## src/rtl/ir_tx_pkg.sv

```systemverilog
package ir_tx_pkg;

    // Width field of one queued word
    localparam int PW_BITS = 16;
    // Carrier period is 2**PH_BITS divided ticks
    localparam int PH_BITS = 4;
    // Pulse tick counter covers (width << 2) | 3
    localparam int TICK_BITS = PW_BITS + 2;

    typedef struct packed {
        logic               level;
        logic [PW_BITS-1:0] width;
    } tx_word_t;

    typedef enum logic {
        SEQ_IDLE = 1'b0,
        SEQ_SEND = 1'b1
    } seq_state_t;

    // Ticks remaining after the first one: ((w << 2) | 3) - 1
    function automatic logic [TICK_BITS-1:0] ticks_after_first(input logic [PW_BITS-1:0] w);
        return {w, 2'b10};
    endfunction

endpackage

```

## src/rtl/ir_tx_fifo.sv

```systemverilog
module ir_tx_fifo
    import ir_tx_pkg::*;
#(
    parameter int DEPTH = 8,
    localparam int AW = (DEPTH > 1) ? $clog2(DEPTH) : 1,
    localparam int CW = $clog2(DEPTH + 1)
) (
    input  logic          clk,
    input  logic          rst,
    input  logic          push,
    input  tx_word_t      din,
    input  logic          pop,
    output tx_word_t      dout,
    output logic [CW-1:0] fill,
    output logic          full,
    output logic          empty
);
    tx_word_t        mem [DEPTH];
    logic [AW-1:0]   wr_ptr, rd_ptr;
    logic            do_push, do_pop;

    assign full    = (fill == CW'(DEPTH));
    assign empty   = (fill == '0);
    assign do_pop  = pop && !empty;
    assign do_push = push && (!full || do_pop);
    assign dout    = mem[rd_ptr];

    function automatic logic [AW-1:0] bump(input logic [AW-1:0] p);
        return (p == AW'(DEPTH - 1)) ? '0 : p + 1'b1;
    endfunction

    always_ff @(posedge clk) begin
        if (rst) begin
            wr_ptr <= '0;
            rd_ptr <= '0;
            fill   <= '0;
        end else begin
            if (do_push) wr_ptr <= bump(wr_ptr);
            if (do_pop)  rd_ptr <= bump(rd_ptr);
            case ({do_push, do_pop})
                2'b10:   fill <= fill + 1'b1;
                2'b01:   fill <= fill - 1'b1;
                default: fill <= fill;
            endcase
        end
    end

    always_ff @(posedge clk) begin
        if (do_push) mem[wr_ptr] <= din;
    end

endmodule

```

## src/rtl/ir_tx_timebase.sv

```systemverilog
module ir_tx_timebase
    import ir_tx_pkg::*;
#(
    parameter int DIV_W = 16
) (
    input  logic               clk,
    input  logic               rst,
    input  logic               run,
    input  logic               restart,
    input  logic [DIV_W-1:0]   divider,
    output logic               tick,
    output logic [PH_BITS-1:0] phase
);
    logic [DIV_W-1:0] pre;

    assign tick = run && (pre >= divider);

    always_ff @(posedge clk) begin
        if (rst) begin
            pre   <= '0;
            phase <= '0;
        end else if (restart || !run) begin
            pre   <= '0;
            phase <= '0;
        end else if (tick) begin
            pre   <= '0;
            phase <= phase + 1'b1;
        end else begin
            pre   <= pre + 1'b1;
        end
    end

endmodule

```

## src/rtl/ir_tx_seq.sv

```systemverilog
module ir_tx_seq
    import ir_tx_pkg::*;
(
    input  logic     clk,
    input  logic     rst,
    input  logic     enable,
    input  logic     fifo_empty,
    input  tx_word_t head,
    input  logic     tick,
    output logic     load,
    output logic     active,
    output logic     level
);
    seq_state_t           state;
    logic [TICK_BITS-1:0] remain;
    logic                 last_tick;

    assign active    = (state == SEQ_SEND);
    assign last_tick = active && tick && (remain == '0);
    assign load      = enable && !fifo_empty && (!active || last_tick);

    always_ff @(posedge clk) begin
        if (rst) begin
            state  <= SEQ_IDLE;
            remain <= '0;
            level  <= 1'b0;
        end else if (!enable) begin
            state  <= SEQ_IDLE;
        end else if (load) begin
            state  <= SEQ_SEND;
            level  <= head.level;
            remain <= ticks_after_first(head.width);
        end else if (last_tick) begin
            state  <= SEQ_IDLE;
        end else if (active && tick) begin
            remain <= remain - 1'b1;
        end
    end

endmodule

```

## src/rtl/ir_tx_shaper.sv

```systemverilog
module ir_tx_shaper
    import ir_tx_pkg::*;
(
    input  logic               active,
    input  logic               level,
    input  logic [PH_BITS-1:0] phase,
    input  logic [PH_BITS-1:0] duty,
    input  logic               mod_en,
    input  logic               burst_on_space,
    input  logic               invert,
    output logic               pin
);
    logic envelope, burst, carrier_hi, raw;

    always_comb begin
        envelope   = active && level;
        burst      = active && (level ^ burst_on_space);
        carrier_hi = (phase <= duty);
        raw        = mod_en ? (burst && carrier_hi) : envelope;
        pin        = raw ^ invert;
    end

endmodule

```

## src/rtl/ir_tx.sv

```systemverilog
module ir_tx
    import ir_tx_pkg::*;
#(
    parameter int DEPTH = 8,
    parameter int DIV_W = 16,
    localparam int CW   = $clog2(DEPTH + 1),
    localparam int HALF = DEPTH / 2
) (
    input  logic               clk,
    input  logic               rst,
    input  logic               wr_valid,
    input  logic [PW_BITS-1:0] wr_width,
    input  logic               wr_level,
    input  logic               tx_enable,
    input  logic               mod_enable,
    input  logic [DIV_W-1:0]   car_divider,
    input  logic [PH_BITS-1:0] duty_code,
    input  logic               burst_on_space,
    input  logic               out_invert,
    input  logic               svc_on_empty,
    output logic               ir_out,
    output logic               busy,
    output logic               svc_req,
    output logic               fifo_full
);
    tx_word_t           wr_word, head_word;
    logic [CW-1:0]      fifo_fill;
    logic               fifo_empty;
    logic               seq_load, seq_level, div_tick;
    logic [PH_BITS-1:0] car_phase;

    assign wr_word = '{level: wr_level, width: wr_width};
    assign svc_req = svc_on_empty ? fifo_empty : (fifo_fill <= CW'(HALF));

    ir_tx_fifo #(.DEPTH(DEPTH)) u_fifo (
        .clk   (clk),
        .rst   (rst),
        .push  (wr_valid),
        .din   (wr_word),
        .pop   (seq_load),
        .dout  (head_word),
        .fill  (fifo_fill),
        .full  (fifo_full),
        .empty (fifo_empty)
    );

    ir_tx_seq u_seq (
        .clk        (clk),
        .rst        (rst),
        .enable     (tx_enable),
        .fifo_empty (fifo_empty),
        .head       (head_word),
        .tick       (div_tick),
        .load       (seq_load),
        .active     (busy),
        .level      (seq_level)
    );

    ir_tx_timebase #(.DIV_W(DIV_W)) u_tb (
        .clk     (clk),
        .rst     (rst),
        .run     (busy),
        .restart (seq_load),
        .divider (car_divider),
        .tick    (div_tick),
        .phase   (car_phase)
    );

    ir_tx_shaper u_shape (
        .active         (busy),
        .level          (seq_level),
        .phase          (car_phase),
        .duty           (duty_code),
        .mod_en         (mod_enable),
        .burst_on_space (burst_on_space),
        .invert         (out_invert),
        .pin            (ir_out)
    );

endmodule

```

## config.mk

```make
export PLATFORM = sky130hd
export DESIGN_NAME = ir_tx
export DESIGN_NICKNAME = d
export VERILOG_FILES = /design/src/rtl/ir_tx_pkg.sv /design/src/rtl/ir_tx_fifo.sv /design/src/rtl/ir_tx_timebase.sv /design/src/rtl/ir_tx_seq.sv /design/src/rtl/ir_tx_shaper.sv /design/src/rtl/ir_tx.sv
export SDC_FILE = /design/constraint.sdc
export NUM_CORES = 1
export LEC_CHECK = 0
export CORE_MARGIN = 4
export CORE_UTILIZATION = 50
export DETAILED_ROUTE_END_ITERATION = 6
export GPL_TIMING_DRIVEN = 0
export PLACE_DENSITY = 0.69
export SKIP_LAST_GASP = 1
export SYNTH_ARGS = -nofsm -noshare
export SYNTH_HDL_FRONTEND = slang
export SYNTH_HIERARCHICAL = 1
export SYNTH_SLANG_ARGS = --single-unit
```

## constraint.sdc

```tcl
create_clock -name clk -period 7.9 [get_ports clk]
set_input_delay 0.79 -clock clk [delete_from_list [all_inputs] [get_ports clk]]
set_output_delay 0.79 -clock clk [all_outputs]
set_load 0.01 [all_outputs]
```

# After elaboration in Yosys (flattened, before gate mapping)
# Memory sizes are Yosys's and may differ from the RTL's. A register that Yosys moved wholly into a read port is not among the register bits.
# Cells that the tools add are included.
dict set report classes {
  magnitude_cmp 3
  addsub 7
  muxes 14
  eq_ne 6
  n_reduce_logical 26
  bitwise_logic 3
}
# op n
set op_table {}
lappend op_table {{$mux 18} 3}
lappend op_table {{$logic_not 18->1} 1}
lappend op_table {{$sub 18x1->18 const B} 1}
lappend op_table {{$add 16x1->16 const B} 1}
lappend op_table {{$ge 16x16->1} 1}
lappend op_table {{$mux 3} 4}
lappend op_table {{$logic_and 1x1->1} 10}
lappend op_table {{$add 4x1->4 const B} 2}
lappend op_table {{$pmux 4 s2} 1}
lappend op_table {{$add 3x1->3 const B} 2}
lappend op_table {{$eq 3x3->1 const B} 2}
lappend op_table {{$mux 1} 6}
lappend op_table {{$reduce_bool 2->1} 3}
lappend op_table {{$eq 4x4->1 const B} 1}
lappend op_table {{$le 4x3->1 const B} 1}
lappend op_table {{$le 4x4->1} 1}
lappend op_table {{$logic_not 4->1} 1}
lappend op_table {{$reduce_or 2->1} 2}
lappend op_table {{$sub 4x1->4 const B} 1}
lappend op_table {{$logic_not 1->1} 3}
lappend op_table {{$logic_or 1x1->1} 3}
lappend op_table {{$reduce_and 3->1} 1}
lappend op_table {{$reduce_or 3->1} 1}
lappend op_table {{$eq 2x1->1 const B} 1}
lappend op_table {{other kinds (5)} 6}
dict set report word_totals {
  inputBits 45
  mem_count 1
  output_inout_bits 4
  ramBits 136
  ff_bits 50
  wordCells 68
}
# name words width read_ports rd_ports_with_merged_regs write_ports line_no
set mem_list {}
lappend mem_list {u_fifo.mem 8 17 1 1 1 ir_tx_fifo.sv:18} ;# tx_word_t mem [DEPTH];

# Depth between registers and ports, before layout
dict set report depth {
  word_depth 11
  mapped_depth 17
  depth_no_buf 16
}

# By module
# The synthesis kept the hierarchy.
# module cells_per_inst instances seq_area_each_um2 area_each_um2
set by_module_without_submodules {}
lappend by_module_without_submodules {ir_tx_fifo 282 1 4344.2 5891.9}
lappend by_module_without_submodules {ir_tx_timebase 149 1 400.4 1258.7}
lappend by_module_without_submodules {ir_tx_seq 139 1 400.4 1236.2}
lappend by_module_without_submodules {ir_tx_shaper 21 1 0.0 155.1}
lappend by_module_without_submodules {ir_tx 3 1 0.0 17.5}

# Least setup slack after synthesis
# Ideal clock, no wire load.
dict set report synth_timing {
  path_type {input to register}
  startpoint {input car_divider[15]}
  endpoint {memory u_fifo/mem[0][0] in the netlist's numbering, enable pin}
  setup_ns 0.435
  n_path_buf 1
  stages 12
  t_required_ns 7.465
  slack_ns 2.863
  t_arrival_ns 4.602
  path_cell_list {inv_1 > ha_1 > nand4_1 > or3_1 > o31a_1 > a21boi_2 > a41oi_4 > inv_2 > buf_6 > nand2b_1 > o21ai_4 > nor4_1}
}
dict set report synth_between {
  elab_chain_cells 11
}
# item line_no
set synth_rtl {}
lappend synth_rtl {{start, declared} ir_tx.sv:16} ;# input logic [DIV_W-1:0] car_divider,
lappend synth_rtl {{$ge 16x16->1} ir_tx_timebase.sv:16} ;# assign tick = run && (pre >= divider);
lappend synth_rtl {{$logic_and 1x1->1} ir_tx_timebase.sv:16}
lappend synth_rtl {{net div_tick} ir_tx.sv:29} ;# logic seq_load, seq_level, div_tick;
lappend synth_rtl {{$logic_and 1x1->1 (2 in series)} ir_tx_seq.sv:19} ;# assign last_tick = active && tick && (remain == '0);
lappend synth_rtl {{$logic_or 1x1->1} ir_tx_seq.sv:20} ;# assign load = enable && !fifo_empty && (!active || last_tick);
lappend synth_rtl {{$logic_and 1x1->1} ir_tx_seq.sv:20}
lappend synth_rtl {{net seq_load} ir_tx.sv:29}
lappend synth_rtl {{$logic_and 1x1->1} ir_tx_fifo.sv:24} ;# assign do_pop = pop && !empty;
lappend synth_rtl {{$logic_or 1x1->1} ir_tx_fifo.sv:25} ;# assign do_push = push && (!full || do_pop);
lappend synth_rtl {{$logic_and 1x1->1} ir_tx_fifo.sv:25}
lappend synth_rtl {{$mux 1} ir_tx_fifo.sv:49} ;# if (do_push) mem[wr_ptr] <= din;
lappend synth_rtl {{$mux 1 (not written as such)} ir_tx_fifo.sv:49}
lappend synth_rtl {{end, declared} ir_tx_fifo.sv:18}
# The timed path passes the listed nets, and every way through them passes these cells.

# Worst setup path in the final report
dict set report layout_timing {
  startpoint {input car_divider[13]}
  endpoint {memory u_fifo/mem[6][11] in the netlist's numbering, enable pin}
}
# The elaborated chain is that of the path after synthesis.

==> metrics <==
status=finished, final reports clean; ys flop type=edfxtp_1; Crit path largest cell delay=~780 ps; Synth Register Bits=around 190; Critical R2R Launch=u_tb/pre[13]; Pwr Density=277 mW/mm2; end point of the critical path=u_fifo/mem[6][11]; CP Class=in -> reg; final period utilization=about three fifths; fin nets=between 700 and 800; Hold Crit Start=u_tb/pre[0]; initial antenna violation count=0; antenna violation net count after detailed routing=0; RSZ-0062 raised after global routing=no; Slew HR=33.4%; ANT cells=0; CP arrival=~5000 ps; clock latency on the worst-skew pair=approximately 430 ps; postcts setup bufs=0; commonest non-fill, non-tap cells in the layout=edfxtp_1 (136), dfxtp_1 (53), nor2_1 (48); Synth-to-Final Area Change=17.9%; largest net degree at the start of global routing=18; Avg WL per Cell=just under 20 um; Vias=~5200; Fin. Hold Viols=0; shortest period the worst path allows=around 4800 ps; stages on the worst setup path=14; overflow left after global routing=0; Die X=roughly 140 um; Hold Path Class=reg -> reg; Placer Congestion=between 0.8 and 0.9; Slew @ Worst Pin=990 ps; Post-synth EDFFs=roughly 140; IO buf count=47; Max Root-Sink Buffers=2; DP Cell Count=about 870; Iteration-0 DRC Markers=423; Worst setup SP type=primary input; setup TNS=0 ps; Worst R2R Path Depth=12; Site Rows=47; Tot Pwr=roughly 2.8 mW; Initial Utilization=between 50 and 60%; CTS tree=done; HPWL Detailed=about 12 mm; Crit Path Max Fanout=17; GR Util All Layers=a little under a fifth; Post-Synthesis Cells=594; Slew Limit Fails=0; Util after Layout=between 60 and 70%; hold_buf cts=0; Ports=around 50; Final Non-Filler Cells=about 900; syn nets=between 600 and 700; Num CTS Buffers=17; Post-Syn Area=between 0.008 and 0.009 mm2; Resize count post-CTS=0; TritonRoute pass-1 iters=5; Avg Vias per Cell=a little under 6; core area=0.0167 mm2; Root Buffer=clkbuf_16; Setup Viol. Count Final=0; Final Skew=around 9.1 ps; Fill cells=approximately 1300; leakage=approximately 3.4 nW; Routed WL=17.4 mm; vias in the first global route=between 5000 and 6000; origin of the worst setup path=car_divider[13]; capturing point of the worst reg2reg path=u_fifo/mem[6][11]; critical-path cell list=clkdlybuf4s50_1, inv_1, ha_1, nand4_1, or3_1, o31a_1, a21boi_2, a41oi_4, inv_2, buf_6, nand2b_1, o21ai_4, nor3_2, buf_4; first-pass GRT wire length=28.3 mm; Max VDD drop=164 uV; # H-tree levels=4; R2R setup slack=roughly 3600 ps; chip height=around 140 um; Slowest-stage cell, CP=nor3_2; syn_area_per_cell=~14 um2; Cell variety after synth=80; DRC viols=0; TritonCTS sink count=roughly 190; warnings from Yosys=6; Seq/Total Area, Yosys=60.1%; fmax=~0.21 GHz; die area=0.0193 mm2; layout cells sized above 1=between 20% and 30%; critical path's top delay family=simple AND/OR/NAND/NOR gates; maxcap violations=0; commonest non-fill, non-tap cell in the layout=edfxtp_1; asr flop ratio synth=0%; clock-pin slew on the worst setup and hold paths=70 ps; Required @ worst endpoint=between 8000 and 9000 ps; Critical Path End Type=flip-flop; crit path buf inv count=5
==> worst reg2reg max path, stage by stage (launching register included) <==
cell and delay (ps):
dfxtp_1 340, ha_1 300, nand4_1 150, or3_1 410
o31a_1 390, a21boi_2 310, a41oi_4 230, inv_2 160
buf_6 210, nand2b_1 210, o21ai_4 120, nor3_2 780
buf_4 360
==> sequential cells by signal, indices dropped and copies added, names as in the netlist, named ones only <==
| signal | flops |
|---|---|
| u_tb/pre | 16 |
| u_seq/remain | 18 |
| u_seq/level | 1 |
| u_fifo/mem | 136 |
| u_seq/active | 1 |
| u_fifo/wr_ptr | 3 |
| u_fifo/rd_ptr | 3 |
| u_fifo/fill | 4 |
| u_tb/phase | 4 |
==> cells by family (layout without fill, tap and decap cells) <==
group                      count (synthesis)  count (layout)  synth area share, %
DFF                                      189             189                 60.1
muxes                                     58              58                 12.1
and+or+nand+nor                          165             165                 10.5
buffers and inverters                     52             142                 2.89
adders and majority gates                 30              30                 4.47
AOI/OAI and AO/OA                         75              75                 7.44
xor gates and xnor gates                  25              25                 2.56
==> Yosys cell counts (all sizes together) (6+ instances only) <==
master | count | area [um2]
a211oi | 14 | 133
a21oi | 18 | 101
buf | 14 | 104
clkbuf | 6 | 23.8
dfxtp | 53 | 1060
edfxtp | 136 | 4080
ha | 29 | 363
inv | 32 | 120
mux2 | 18 | 206
mux2i | 6 | 60.1
mux4 | 34 | 766
nand2 | 24 | 90.1
nand2b | 11 | 68.8
nand3 | 14 | 75.1
nand4 | 9 | 56.3
nor2 | 51 | 191
nor3 | 13 | 65.1
nor4 | 7 | 73.8
o21ai | 6 | 45.0
or3 | 7 | 53.8
xnor2 | 18 | 158
xor2 | 7 | 61.3
==> where the power goes <==
part           switching, mW  total [mW]  internal [mW]  leakage [nW]
Combinational          0.397       0.717          0.320          1.46
Sequential            0.0667        1.20           1.13          1.67
Clock                  0.367       0.872          0.505         0.295
Total                  0.831        2.79           1.96          3.42
==> layer usage <==
layer | share of wire (%) | GRT usage, % | wire length, um
met3 | 5.4 | 3.72 | 933
met1 | 44 | 25.6 | 7680
met5 | 0 | 0 | 0
met4 | 1.6 | 6.08 | 271
met2 | 49 | 30.2 | 8530
==> stage by stage <==
stage	setup slack (ps)	instance area, um2	hold WS (ps)
floorplan	2860	8560	426
global placement	556	9310	438
detailed placement	2660	9480	448
CTS	3100	10100	472
global route	2890	10100	490
finish	3090	10100	472
==> layout make-up <==
| class | instances | area (um2) | area share (%) |
|---|---|---|---|
| Clock inverter | 14 | 180 | 1.79 |
| Inverter | 32 | 120 | 1.19 |
| Timing Repair Buffer | 58 | 611 | 6.05 |
| Sequential cell | 189 | 5140 | 51.0 |
| Clock buffer | 18 | 429 | 4.25 |
| Multi-Input combinational cell | 353 | 3200 | 31.7 |
| Tap cell | 220 | 275 | 2.73 |
| Buffer | 20 | 128 | 1.27 |
==> worst min-delay path by stage <==
stage / depth (start not counted) / endpoint
3_5_place_dp: 1 / u_tb/pre[0]
4_1_cts: 1 / u_tb/pre[0]
6_report: 1 / u_tb/pre[0]
2_1_floorplan: 1 / u_tb/pre[0]
5_1_grt: 2 / flip-flop
3_3_place_gp: 1 / u_tb/pre[0]
(Power assumes the default switching activity.)
